`src/rtl/fhg_pkg.sv`:
```
package fhg_pkg;

  localparam int unsigned INSN_W = 32;
  localparam int unsigned N_FCMP = 4;
  localparam int unsigned N_IUOP = 9;
  localparam logic [INSN_W-1:0] NOP_WORD = 32'h0100_0000;

  localparam logic [1:0] OP_ARITH = 2'b10;
  localparam logic [5:0] OP3_FPCMP = 6'h35;

  typedef enum logic [1:0] {
    KIND_OTHER = 2'd0,
    KIND_FCMP  = 2'd1,
    KIND_IUOP  = 2'd2
  } kind_e;

  // opf codes of the four compare flavours
  function automatic logic [8:0] fcmp_opf(input int unsigned idx);
    case (idx)
      0:       return 9'h051;
      1:       return 9'h055;
      2:       return 9'h052;
      default: return 9'h056;
    endcase
  endfunction

  // op3 codes of the integer operations that complete the hazard
  function automatic logic [5:0] iuop_op3(input int unsigned idx);
    case (idx)
      0:       return 6'h02;
      1:       return 6'h12;
      2:       return 6'h06;
      3:       return 6'h16;
      4:       return 6'h26;
      5:       return 6'h22;
      6:       return 6'h3A;
      7:       return 6'h2A;
      default: return 6'h32;
    endcase
  endfunction

  // behavioural classifier, used by the checker only
  function automatic kind_e classify(input logic [INSN_W-1:0] w);
    kind_e k;
    k = KIND_OTHER;
    if (w[31:30] == OP_ARITH) begin
      if (w[24:19] == OP3_FPCMP) begin
        for (int unsigned i = 0; i < N_FCMP; i++)
          if (w[13:5] == fcmp_opf(i)) k = KIND_FCMP;
      end else begin
        for (int unsigned i = 0; i < N_IUOP; i++)
          if (w[24:19] == iuop_op3(i)) k = KIND_IUOP;
      end
    end
    return k;
  endfunction

endpackage

```
`src/rtl/fhg_decode.sv`:
```
module fhg_decode
  import fhg_pkg::*;
(
  input  logic [INSN_W-1:0] word,
  output kind_e             kind
);

  logic [1:0]        fld_op;
  logic [5:0]        fld_op3;
  logic [8:0]        fld_opf;
  logic [N_FCMP-1:0] opf_hit;
  logic [N_IUOP-1:0] op3_hit;

  assign fld_op  = word[31:30];
  assign fld_op3 = word[24:19];
  assign fld_opf = word[13:5];

  for (genvar g = 0; g < N_FCMP; g++) begin : g_opf
    assign opf_hit[g] = (fld_opf == fcmp_opf(g));
  end

  for (genvar g = 0; g < N_IUOP; g++) begin : g_op3
    assign op3_hit[g] = (fld_op3 == iuop_op3(g));
  end

  always_comb begin
    kind = KIND_OTHER;
    if (fld_op == OP_ARITH) begin
      if ((fld_op3 == OP3_FPCMP) && (|opf_hit)) begin
        kind = KIND_FCMP;
      end else if (|op3_hit) begin
        kind = KIND_IUOP;
      end
    end
  end

endmodule

```
`src/rtl/fhg_track.sv`:
```
module fhg_track
  import fhg_pkg::*;
(
  input  logic  clk,
  input  logic  srst_n,
  input  logic  run,
  input  logic  flush,
  input  logic  in_valid,
  input  kind_e in_kind,
  input  logic  slot_free,
  output logic  inject,
  output logic  in_ready,
  output logic  load
);

  logic prev_fcmp_q;
  logic prev_fcmp_d;
  logic prev_en;

  // insertion decision: a listed integer op right after a compare
  assign inject   = run && !flush && in_valid &&
                    (in_kind == KIND_IUOP) && prev_fcmp_q;
  assign load     = run && !flush && slot_free && in_valid;
  assign in_ready = run && !flush && slot_free && !inject;

  always_comb begin
    prev_en     = 1'b0;
    prev_fcmp_d = prev_fcmp_q;
    if (flush) begin
      prev_en     = 1'b1;
      prev_fcmp_d = 1'b0;
    end else if (load) begin
      prev_en     = 1'b1;
      prev_fcmp_d = !inject && (in_kind == KIND_FCMP);
    end
  end

  always_ff @(posedge clk or negedge srst_n) begin
    if (!srst_n) begin
      prev_fcmp_q <= 1'b0;
    end else if (prev_en) begin
      prev_fcmp_q <= prev_fcmp_d;
    end
  end

endmodule

```
`src/rtl/fhg_stage.sv`:
```
module fhg_stage #(
  parameter int unsigned WIDTH = 32
) (
  input  logic             clk,
  input  logic             srst_n,
  input  logic             flush,
  input  logic             load,
  input  logic [WIDTH-1:0] load_data,
  input  logic             out_ready,
  output logic             out_valid,
  output logic [WIDTH-1:0] out_data,
  output logic             slot_free
);

  logic             valid_q;
  logic             valid_d;
  logic [WIDTH-1:0] data_q;

  assign slot_free = !valid_q || out_ready;
  assign out_valid = valid_q;
  assign out_data  = data_q;

  always_comb begin
    valid_d = valid_q;
    if (flush) begin
      valid_d = 1'b0;
    end else if (load) begin
      valid_d = 1'b1;
    end else if (out_ready) begin
      valid_d = 1'b0;
    end
  end

  always_ff @(posedge clk or negedge srst_n) begin
    if (!srst_n) begin
      valid_q <= 1'b0;
    end else begin
      valid_q <= valid_d;
    end
  end

  // data register: enable only, no reset needed
  always_ff @(posedge clk) begin
    if (load) begin
      data_q <= load_data;
    end
  end

endmodule

```
`src/rtl/fcmp_hazard_guard.sv`:
```
module fcmp_hazard_guard
  import fhg_pkg::*;
#(
  parameter int unsigned RST_STAGES = 2
) (
  input  logic              clk,
  input  logic              rst_n,
  input  logic              flush,
  input  logic              in_valid,
  input  logic [INSN_W-1:0] in_data,
  output logic              in_ready,
  output logic              out_valid,
  output logic [INSN_W-1:0] out_data,
  input  logic              out_ready
);

  localparam int unsigned SYNC_W = (RST_STAGES < 1) ? 1 : RST_STAGES;

  logic [SYNC_W-1:0] rst_pipe_q;
  logic              srst_n;
  logic              slot_free;
  logic              inject;
  logic              load;
  kind_e             in_kind;
  logic [INSN_W-1:0] load_data;

  // reset: asserted asynchronously, released on a clock edge
  if (SYNC_W == 1) begin : g_sync1
    always_ff @(posedge clk or negedge rst_n) begin
      if (!rst_n) rst_pipe_q <= 1'b0;
      else        rst_pipe_q <= 1'b1;
    end
  end else begin : g_syncn
    always_ff @(posedge clk or negedge rst_n) begin
      if (!rst_n) rst_pipe_q <= '0;
      else        rst_pipe_q <= {rst_pipe_q[SYNC_W-2:0], 1'b1};
    end
  end

  assign srst_n = rst_pipe_q[SYNC_W-1];

  fhg_decode u_decode (
    .word (in_data),
    .kind (in_kind)
  );

  fhg_track u_track (
    .clk       (clk),
    .srst_n    (srst_n),
    .run       (srst_n),
    .flush     (flush),
    .in_valid  (in_valid),
    .in_kind   (in_kind),
    .slot_free (slot_free),
    .inject    (inject),
    .in_ready  (in_ready),
    .load      (load)
  );

  assign load_data = inject ? NOP_WORD : in_data;

  fhg_stage #(.WIDTH(INSN_W)) u_stage (
    .clk       (clk),
    .srst_n    (srst_n),
    .flush     (flush),
    .load      (load),
    .load_data (load_data),
    .out_ready (out_ready),
    .out_valid (out_valid),
    .out_data  (out_data),
    .slot_free (slot_free)
  );

endmodule

```
`config.mk`:
```
export PLATFORM = sky130hd
export DESIGN_NAME = fcmp_hazard_guard
export DESIGN_NICKNAME = d
export VERILOG_FILES = /design/src/rtl/fhg_pkg.sv /design/src/rtl/fhg_decode.sv /design/src/rtl/fhg_track.sv /design/src/rtl/fhg_stage.sv /design/src/rtl/fcmp_hazard_guard.sv
export SDC_FILE = /design/constraint.sdc
export NUM_CORES = 1
export LEC_CHECK = 0
export BUFFER_PORTS_ARGS = -buffer_cell sky130_fd_sc_hd__clkbuf_2
export CAP_MARGIN = 15
export CORE_ASPECT_RATIO = 1.2
export CORE_MARGIN = 10
export CORE_UTILIZATION = 35
export CTS_BUF_LIST = sky130_fd_sc_hd__clkbuf_16
export DETAILED_ROUTE_END_ITERATION = 10
export PLACE_DENSITY = 0.74
export SLEW_MARGIN = 20
export SYNTH_ARGS = -nofsm -noshare
export SYNTH_HDL_FRONTEND = slang
export SYNTH_SLANG_ARGS = --single-unit
```
`constraint.sdc`:
```
create_clock -name clk -period 0.9 [get_ports clk]
set_input_delay 0 -clock clk [delete_from_list [all_inputs] [get_ports clk]]
set_output_delay 0 -clock clk [all_outputs]
set_load 0.02 [all_outputs]
```
### After elaboration in Yosys (flattened, before gate mapping)

Index checks and enable logic that the tools add are counted.

* flip-flop bits (word level): 36
* bits in latches: 0
* bits in writable memories: 0
* ROM bits: 0
* bits of input ports: 37
* output and inout bits: 34
* word-level logic and storage cells: 49
* memories kept: 0

* add/sub/neg operators: 0
* multipliers: 0
* divide/modulo/power cells: 0
* magnitude comparators: 0
* eq/ne operators: 17
* shift-type cells: 0
* mux-type cells: 10
* bitwise gates (word level): 0
* reductions and logical operators: 18

Operators by type and width (count)
* $eq 6x6->1 const B: 6
* $eq 9x7->1 const B: 4
* $eq 6x5->1 const B: 2
* $logic_and 1x1->1: 9
* $reduce_or 9->1: 1
* $mux 1: 7
* $eq 6x2->1 const B: 1
* $eq 6x3->1 const B: 1
* $mux 2: 3
* $eq 2x2->1 const B: 2
* $reduce_or 4->1: 1
* $logic_not 1->1: 3
* $reduce_bool 3->1: 1
* $eq 2x1->1 const B: 1
* $reduce_and 2->1: 1
* $reduce_bool 2->1: 1
* $logic_or 1x1->1: 1

### Logic depth before layout (Yosys ltp)

Gate-level depths: netlist of run 1.

* depth after elaboration: 12
* depth in mapped cells: 6
* depth with buffers taken out: 4

### Modules after synthesis

From an unflattened synthesis of run 1, not the netlist that was laid out.

* cell total of the unflattened synthesis: 95
* area total of the unflattened synthesis: 1483.9 µm²

Modules (own cells, without submodules)
* fhg_stage: times used 1, cells each 36, area each 1012.2 µm², sequential area each 985.9 µm²
* fcmp_hazard_guard: times used 1, cells each 38, area each 275.3 µm², sequential area each 50.0 µm²
* fhg_track: times used 1, cells each 10, area each 108.9 µm², sequential area each 25.0 µm²
* fhg_decode: times used 1, cells each 11, area each 87.6 µm², sequential area each 0.0 µm²

### Worst setup path before layout of run 1

Ideal clock, no wire load.

* path type: reg2reg
* start point: register u_stage.valid_q (netlist: u_stage.out_valid)
* end point: register u_stage.data_q[0] (netlist: u_stage.out_data[0]) (enable)
* library setup time: 0.387 ns
* arrival time: 1.334 ns
* data required time: 0.513 ns
* path slack: -0.821 ns
* stages on the path, launching flop included: 4
* path buffers: 0
* clock period less this slack: 1.721 ns
* cell sequence: dfrtp_1 nand2b_1 nand3_1 inv_1

* word-level cells in the longest chain between the ends: 4

Ends and longest elaborated chain
* from (decl): line fhg_stage.sv:15 `logic valid_q;`
* from (signal assigned): line fhg_stage.sv:38 `valid_q <= valid_d;`
* $logic_not 1->1: line fhg_stage.sv:19 `assign slot_free = !valid_q || out_ready;`
* $logic_or 1x1->1: line fhg_stage.sv:19
* $logic_and 1x1->1 (2 in a row): line fhg_track.sv:23 `assign load = run && !flush && slot_free && in_valid;`
* net load: line fcmp_hazard_guard.sv:23 `logic load;`
* to (signal assigned): line fhg_stage.sv:45 `data_q <= load_data;`
* to (decl): line fhg_stage.sv:17 `logic [WIDTH-1:0] data_q;`

The timed path passes the listed nets, and every way through them passes these cells.
A chain may end at the register's enable or synchronous reset.

### Worst setup path after layout of run 1

* start point: register u_track.prev_fcmp_q
* end point: register u_stage.data_q[26] (netlist: u_stage.out_data[26]) (data pin)

* word-level cells in the longest chain between the ends: 1

Ends and longest elaborated chain
* from (decl): line fhg_track.sv:16 `logic prev_fcmp_q;`
* from (signal assigned): line fhg_track.sv:42 `prev_fcmp_q <= prev_fcmp_d;`
* $logic_and 1x1->1: line fhg_track.sv:22 `(in_kind == KIND_IUOP) && prev_fcmp_q;`

Every way passes these cells.

==> results of run 1 <==
## through the flow
stage	hold slack, ns	std cells	util (%)	TNS, ns
floorplan	-0.2956	95	-	-31.37
global placement	-0.2128	228	49.63	-21.13
CTS	0.002048	239	55.38	-23.16
detailed placement	-0.2107	228	49.63	-23.58
finish	0.008123	240	56.00	-23.05
global route	0.01063	240	56.00	-26.79
## final cells by class
cell class | instances | area (um2)
Clock buffer | 5 | 125.1
Clock inverter | 3 | 38.79
Fill cell | 370 | 1762
Inverter | 2 | 11.26
Multi-Input combinational cell | 52 | 399.1
Sequential cell | 36 | 1062
Tap cell | 54 | 67.56
Timing Repair Buffer | 88 | 538.0
## power groups by stage
stage | combinational, mW | sequential, mW | clock (mW)
after floorplan | 0.119 | 1.99 | 0
after global placement | 0.367 | 1.93 | 0
after CTS | 0.397 | 1.90 | 1.91
after detailed placement | 0.371 | 1.93 | 0
after global routing | 0.447 | 1.90 | 2.00
final | 0.408 | 1.90 | 1.86
## repair_timing
action                                  4_1_cts  5_1_grt
hold buffers                                  3        0
setup buffers                                 0        1
hold endpoints to repair                      4        0
endpoints found under the setup margin       64       65
pin swaps                                     0        1
resized for setup                            10        8
## worst paths after layout
kind                                          start              endpoint  slack [ns]
worst max-delay path            u_track.prev_fcmp_q  u_stage.out_data[26]       -0.42
worst min register to register        rst_pipe_q[1]     u_stage.out_valid        0.14
worst min-delay path                     in_data[7]   u_stage.out_data[7]       0.008
max in group asynchronous             rst_pipe_q[1]     u_stage.out_valid        0.66
min in group asynchronous                     rst_n         rst_pipe_q[0]        0.04
worst max register to register  u_track.prev_fcmp_q  u_stage.out_data[26]       -0.42
## synthesized netlist by cell type
cell type      number  share of area [%]
clkbuf_1            2               0.51
nand2b_1            2               0.85
and2b_1             1               0.51
o21ai_0             3                1.0
dlygate4sd3_1       1               0.68
nor4bb_1            1               0.68
conb_1              1               0.26
and2_4              6                3.6
nor3_1              1               0.34
edfxtp_1           32                 66
a21oi_1             1               0.34
dfrtp_1             4                6.8
nand2_1             2               0.51
inv_1               2               0.51
a31oi_1             1               0.43
nand3_1             3                1.0
buf_6               1               0.77
a21o_1              1               0.51
nor2_2              1               0.43
xnor2_1             1               0.60
nand4b_1            2                1.2
and2_2              9                4.6
buf_8               1                1.0
a211oi_1            1               0.51
and2_1             14                6.0
nor4b_1             1               0.60
## flip-flops by register name, indices dropped and copies added, names as in the netlist
name                 flops
u_track.prev_fcmp_q      1
rst_pipe_q               2
u_stage.out_valid        1
u_stage.out_data        32
## layer usage
layer / part of all wire, % / global-route usage (%) / vias to the layer above
li1: - / - / 513
met1: 36 / 8.881 / 458
met4: 0 / 3.144 / 0
met2: 49 / 16.55 / 54
met5: 0 / 0 / -
met3: 14 / 6.673 / 0
## logic make-up (layout without fill, tap and decap cells)
kind of cell              after synthesis  in the layout  share of synthesized area (%)
AOI/OAI and AO/OA                       7              7                          2.821
xor gates and xnor gates                1              1                         0.5984
buffers and inverters                   7             98                          3.504
DFF                                    36             36                          72.48
other                                   1              1                         0.2562
and+or+nand+nor                        43             43                          20.34
## worst reg2reg max path, stage by stage (launching register included)
cell	delay (ns)
dfrtp_1	0.35
nand4b_1	0.12
nor2_2	0.13
nand3_2	0.11
buf_12	0.18
and2_2	0.19
==> run_results.csv, run 1 <==
group,metric,value,unit
route,wl_per_cell,13.95,um
yosys,yosys_register_bits,36,
power,power_switching,0.7751,mW
timing,setup_viol,64,
timing,fmax,755.2,MHz
yosys,netlist_area,0.001464,mm2
timing,grt_setup_unrepaired,"true",
worst_setup_path,worst-path-buf-inv,1,
worst_setup_path,crit_required,0.92,ns
yosys,synth_fp_nets,132,
clock_network,cts_tree,"yes",
run_status,status,"finished, violations left",
route,num_vias,1025,
yosys,syn_inst,95,
worst_setup_path,path_class,"reg -> reg",
route,dr.first_iter.drc_count,58,
cells_and_area,final_cell_mix,"clkbuf_2, edfxtp_1, and2_1",
timing,fin_skew,0.001432,ns
yosys,synth_area_per_cell,15.41,um2
floorplan,initial_core_util,36.56,%
place,place_congestion,0.7930,
place,hpwl,2631,um
route,ant_nets,0,
route,drt-total-wl,3349,um
cells_and_area,fin_nets,222,
worst_setup_path,cp_num_cells,5,
floorplan,die_h,90.85,um
worst_setup_path,cp-end-kind,"flop",
clock_network,worstSkewPairLatency,0.27,ns
floorplan,die_area,0.007180,mm2
power,power.leakage,0.9706,nW
global_routing,grt_pass1_vias,1126,
worst_hold_path,hold_class,"in -> reg",
floorplan,core,0.004004,mm2
global_routing,grt_pass1_wl,5457,um
worst_setup_path,path_delay_family,"simple AND/OR/NAND/NOR gates",
timing,setup_slack,-0.4241,ns
place,dpl-instance-area,0.001987,mm2
clock_network,cts_buffers,5,
clock_network,cts.sinks,36,
route,route.detailed.drc,0,
place,dp_slack,-0.4216,ns
cells_and_area,diodes,0,
global_routing,grt.total_usage,9.700,%
worst_hold_path,min_path_cells,2,
power,clkPwrFrac,44.6,%
worst_setup_path,worst-path-max-fanout,29,
power,total_power,4.166,mW
power,intPower,3.391,mW
global_routing,grt_max_degree,34,
global_routing,grt_remaining_overflow,0,
clock_network,clk_path_buf_depth,2,
run_status,violations,"negative setup slack",
clock_network,root_buffer,"clkbuf_16",
power,p_per_area,1858,mW/mm2
yosys,ys_types,26,
worst_setup_path,crit_path_start_kind,"flop",
cells_and_area,layout.cells.most_common,"clkbuf_2",
power,p_comb_share,9.8,%
worst_setup_path,crit_slowest_cell,"dfrtp_1",
route,drtPass1Iterations,4,
power,p_seq_share,45.6,%
timing,period_share,147.1,%
clock_network,cts_max_level,2,
timing,finalHoldViolations,0,
worst_setup_path,path_cells,"nand4b_1, nor2_2, nand3_2, buf_12, and2_2",
yosys,synth.yosys.seq_area_share,72.48,%
cells_and_area,area_growth,53.16,%
timing,period_needed,1.324,ns
yosys,ys.warnings.count,0,
cells_and_area,drive_above_1_share,63.44,%
floorplan,num_rows,25,
place,io_buffer_count,70,
cells_and_area,fin_area,0.002242,mm2
run,maxCapViolations,0,
power,swShare,18.61,%
power,ir_drop,0.0008790,V
route,drt-vias-per-instance,4.271,
clock_network,cts.clk_slew.worst_paths,0.05,ns
worst_setup_path,cp.arrival,1.35,ns
worst_setup_path,reg2regPathDepth,5,
global_routing,antenna_found_initial,0,
timing,drv_slew,0,
floorplan,dieWidth,79.04,um
worst_setup_path,cpPeakStageDelay,0.35,ns
floorplan,num_io_pins,71,
No activity file was read; power rests on OpenSTA's default activity.
==> run 2: changes to the inputs <==
CORE_ASPECT_RATIO = 0.75   (was 1.2)
==> run_results.csv, run 2 (synthesis results as in run 1) <==
group,metric,value,unit
cells_and_area,fin_nets,227,
clock_network,cts_max_level,2,
floorplan,num_io_pins,71,
timing,period_share,144.9,%
route,drt-total-wl,3487,um
global_routing,grt_remaining_overflow,0,
worst_setup_path,r2r_setup_slack,-0.40,ns
worst_hold_path,min_from,"in_data[7]",
timing,drv_slew,0,
worst_setup_path,crit_slowest_cell,"dfrtp_1",
worst_setup_path,reg2regPathDepth,5,
cells_and_area,fillers,354,
worst_setup_path,crit_path_start_kind,"flop",
worst_setup_path,r2r_start,"u_track.prev_fcmp_q",
route,ant_nets,0,
route,dr.first_iter.drc_count,23,
worst_setup_path,worst-path-buf-inv,1,
clock_network,cts.sinks,36,
global_routing,grt_pass1_vias,1071,
timing,fmax,766.6,MHz
run_status,status,"finished, violations left",
run_status,violations,"negative setup slack",
worst_setup_path,crit_required,0.92,ns
cells_and_area,area_growth,54.96,%
clock_network,root_buffer,"clkbuf_16",
worst_setup_path,r2r-end,"u_stage.out_data[12]",
route,num_vias,1037,
worst_setup_path,path_cells,"nand4b_1, nor2_2, nand3_2, buf_6, and2_1",
worst_hold_path,whs_endpoint,"u_stage.out_data[7]",
global_routing,grt.total_usage,9.536,%
route,drt-vias-per-instance,4.215,
worst_setup_path,worst-path-max-fanout,11,
floorplan,die_h,76.01,um
clock_network,worstSkewPairLatency,0.27,ns
clock_network,cts_tree,"yes",
global_routing,met3_usage,4.429,%
worst_setup_path,path_delay_family,"simple AND/OR/NAND/NOR gates",
power,power.leakage,0.9912,nW
global_routing,use_met1,11.16,%
floorplan,initial_core_util,36.11,%
place,io_buffer_count,70,
clock_network,clk_path_buf_depth,2,
cells_and_area,drive_above_1_share,66.49,%
clock_network,cts.clk_slew.worst_paths,0.05,ns
place,hpwl,2787,um
cells_and_area,layout.cells.most_common,"clkbuf_2",
place,dpl-instance-area,0.002013,mm2
cells_and_area,diodes,0,
floorplan,num_rows,20,
place,place_congestion,0.6780,
floorplan,dieWidth,94.68,um
route,wl_per_cell,14.17,um
worst_setup_path,path_class,"reg -> reg",
cells_and_area,fin_area,0.002268,mm2
floorplan,core,0.004054,mm2
global_routing,busiest_layer,"met2",
timing,finalHoldViolations,0,
timing,setup_slack,-0.4044,ns
route,route.detailed.drc,0,
clock_network,cts_buffers,5,
worst_setup_path,cp-end-kind,"flop",
cells_and_area,largest_reg_flops,32,
cells_and_area,final_cell_mix,"clkbuf_2, edfxtp_1, and2_4",
place,dp_slack,-0.4197,ns
timing,whs,0.01189,ns
power,total_power,3.920,mW
run,maxCapViolations,0,
route,drtPass1Iterations,4,
floorplan,die_area,0.007196,mm2
worst_hold_path,hold_class,"in -> reg",
power,p_per_area,1728,mW/mm2
worst_hold_path,min_path_cells,2,
global_routing,grt_max_degree,26,
worst_setup_path,cpPeakStageDelay,0.34,ns
timing,fin_skew,0.001876,ns
timing,setup_viol,64,
power,ir_drop,0.0009431,V
global_routing,grt_pass1_wl,5354,um
global_routing,antenna_found_initial,0,
worst_setup_path,cp.arrival,1.33,ns
global_routing,grtUsageMet2,14.59,%
timing,fin_tns_setup,-22.56,ns
timing,grt_setup_unrepaired,"true",
timing,period_needed,1.304,ns
run 2: changes by cell type in the layout (fill, tap and decap cells not counted), sizes merged:
cell      previous run  this run
bufinv               1         0
clkinvlp             1         2
buf                 15        20
run 2: area by class of cell:
class,instances,area (um2),share of cell area [%]
clock inverter,3,15.01,0.6619
sequential,36,1062,46.83
tap,55,68.82,3.034
multi-input combinational,52,415.4,18.31
clock buffer,5,125.1,5.516
inverter,2,11.26,0.4964
timing repair buffer,93,570.5,25.15
run 2: timing repair:
| action | in CTS | in global routing |
|---|---|---|
| resized for setup | 19 | 9 |
| endpoints found under the hold margin | 4 | 0 |
| hold buffers | 3 | 0 |
| pin swaps | 0 | 2 |
| gates cloned | 0 | 0 |
| endpoints found under the setup margin | 64 | 65 |
| setup buffers | 0 | 1 |
run 2: through the flow:
stage	std cells	utilization [%]
2_1_floorplan	95	-
3_3_place_gp	234	49.66
3_5_place_dp	234	49.66
4_1_cts	245	55.00
5_1_grt	246	55.96
6_report	246	55.96
run 2: report_power, final:
group,internal (mW),switching (mW)
registers,1.88,0.0149
clock network,1.00,0.590
logic,0.238,0.191
run 2: how the worst max path moves through the flow:
stage | startpoint | end | slack [ns] | depth (start not counted)
3_3_place_gp | u_track.prev_fcmp_q | u_stage.out_data[28] | -0.39 | 5
2_1_floorplan | rst_pipe_q[1] | u_stage.out_data[0] | -0.62 | 3
5_1_grt | u_track.prev_fcmp_q | u_stage.out_data[12] | -0.47 | 5
6_report | u_track.prev_fcmp_q | u_stage.out_data[12] | -0.40 | 5
4_1_cts | u_track.prev_fcmp_q | u_stage.out_data[11] | -0.42 | 5
3_5_place_dp | u_track.prev_fcmp_q | u_stage.out_data[28] | -0.42 | 5
run 2: metal layers:
layer / vias up / wire length (um)
met5: - / 0
met4: 0 / 41
met3: 2 / 365
met2: 46 / 1578
met1: 468 / 1502
li1: 521 / -
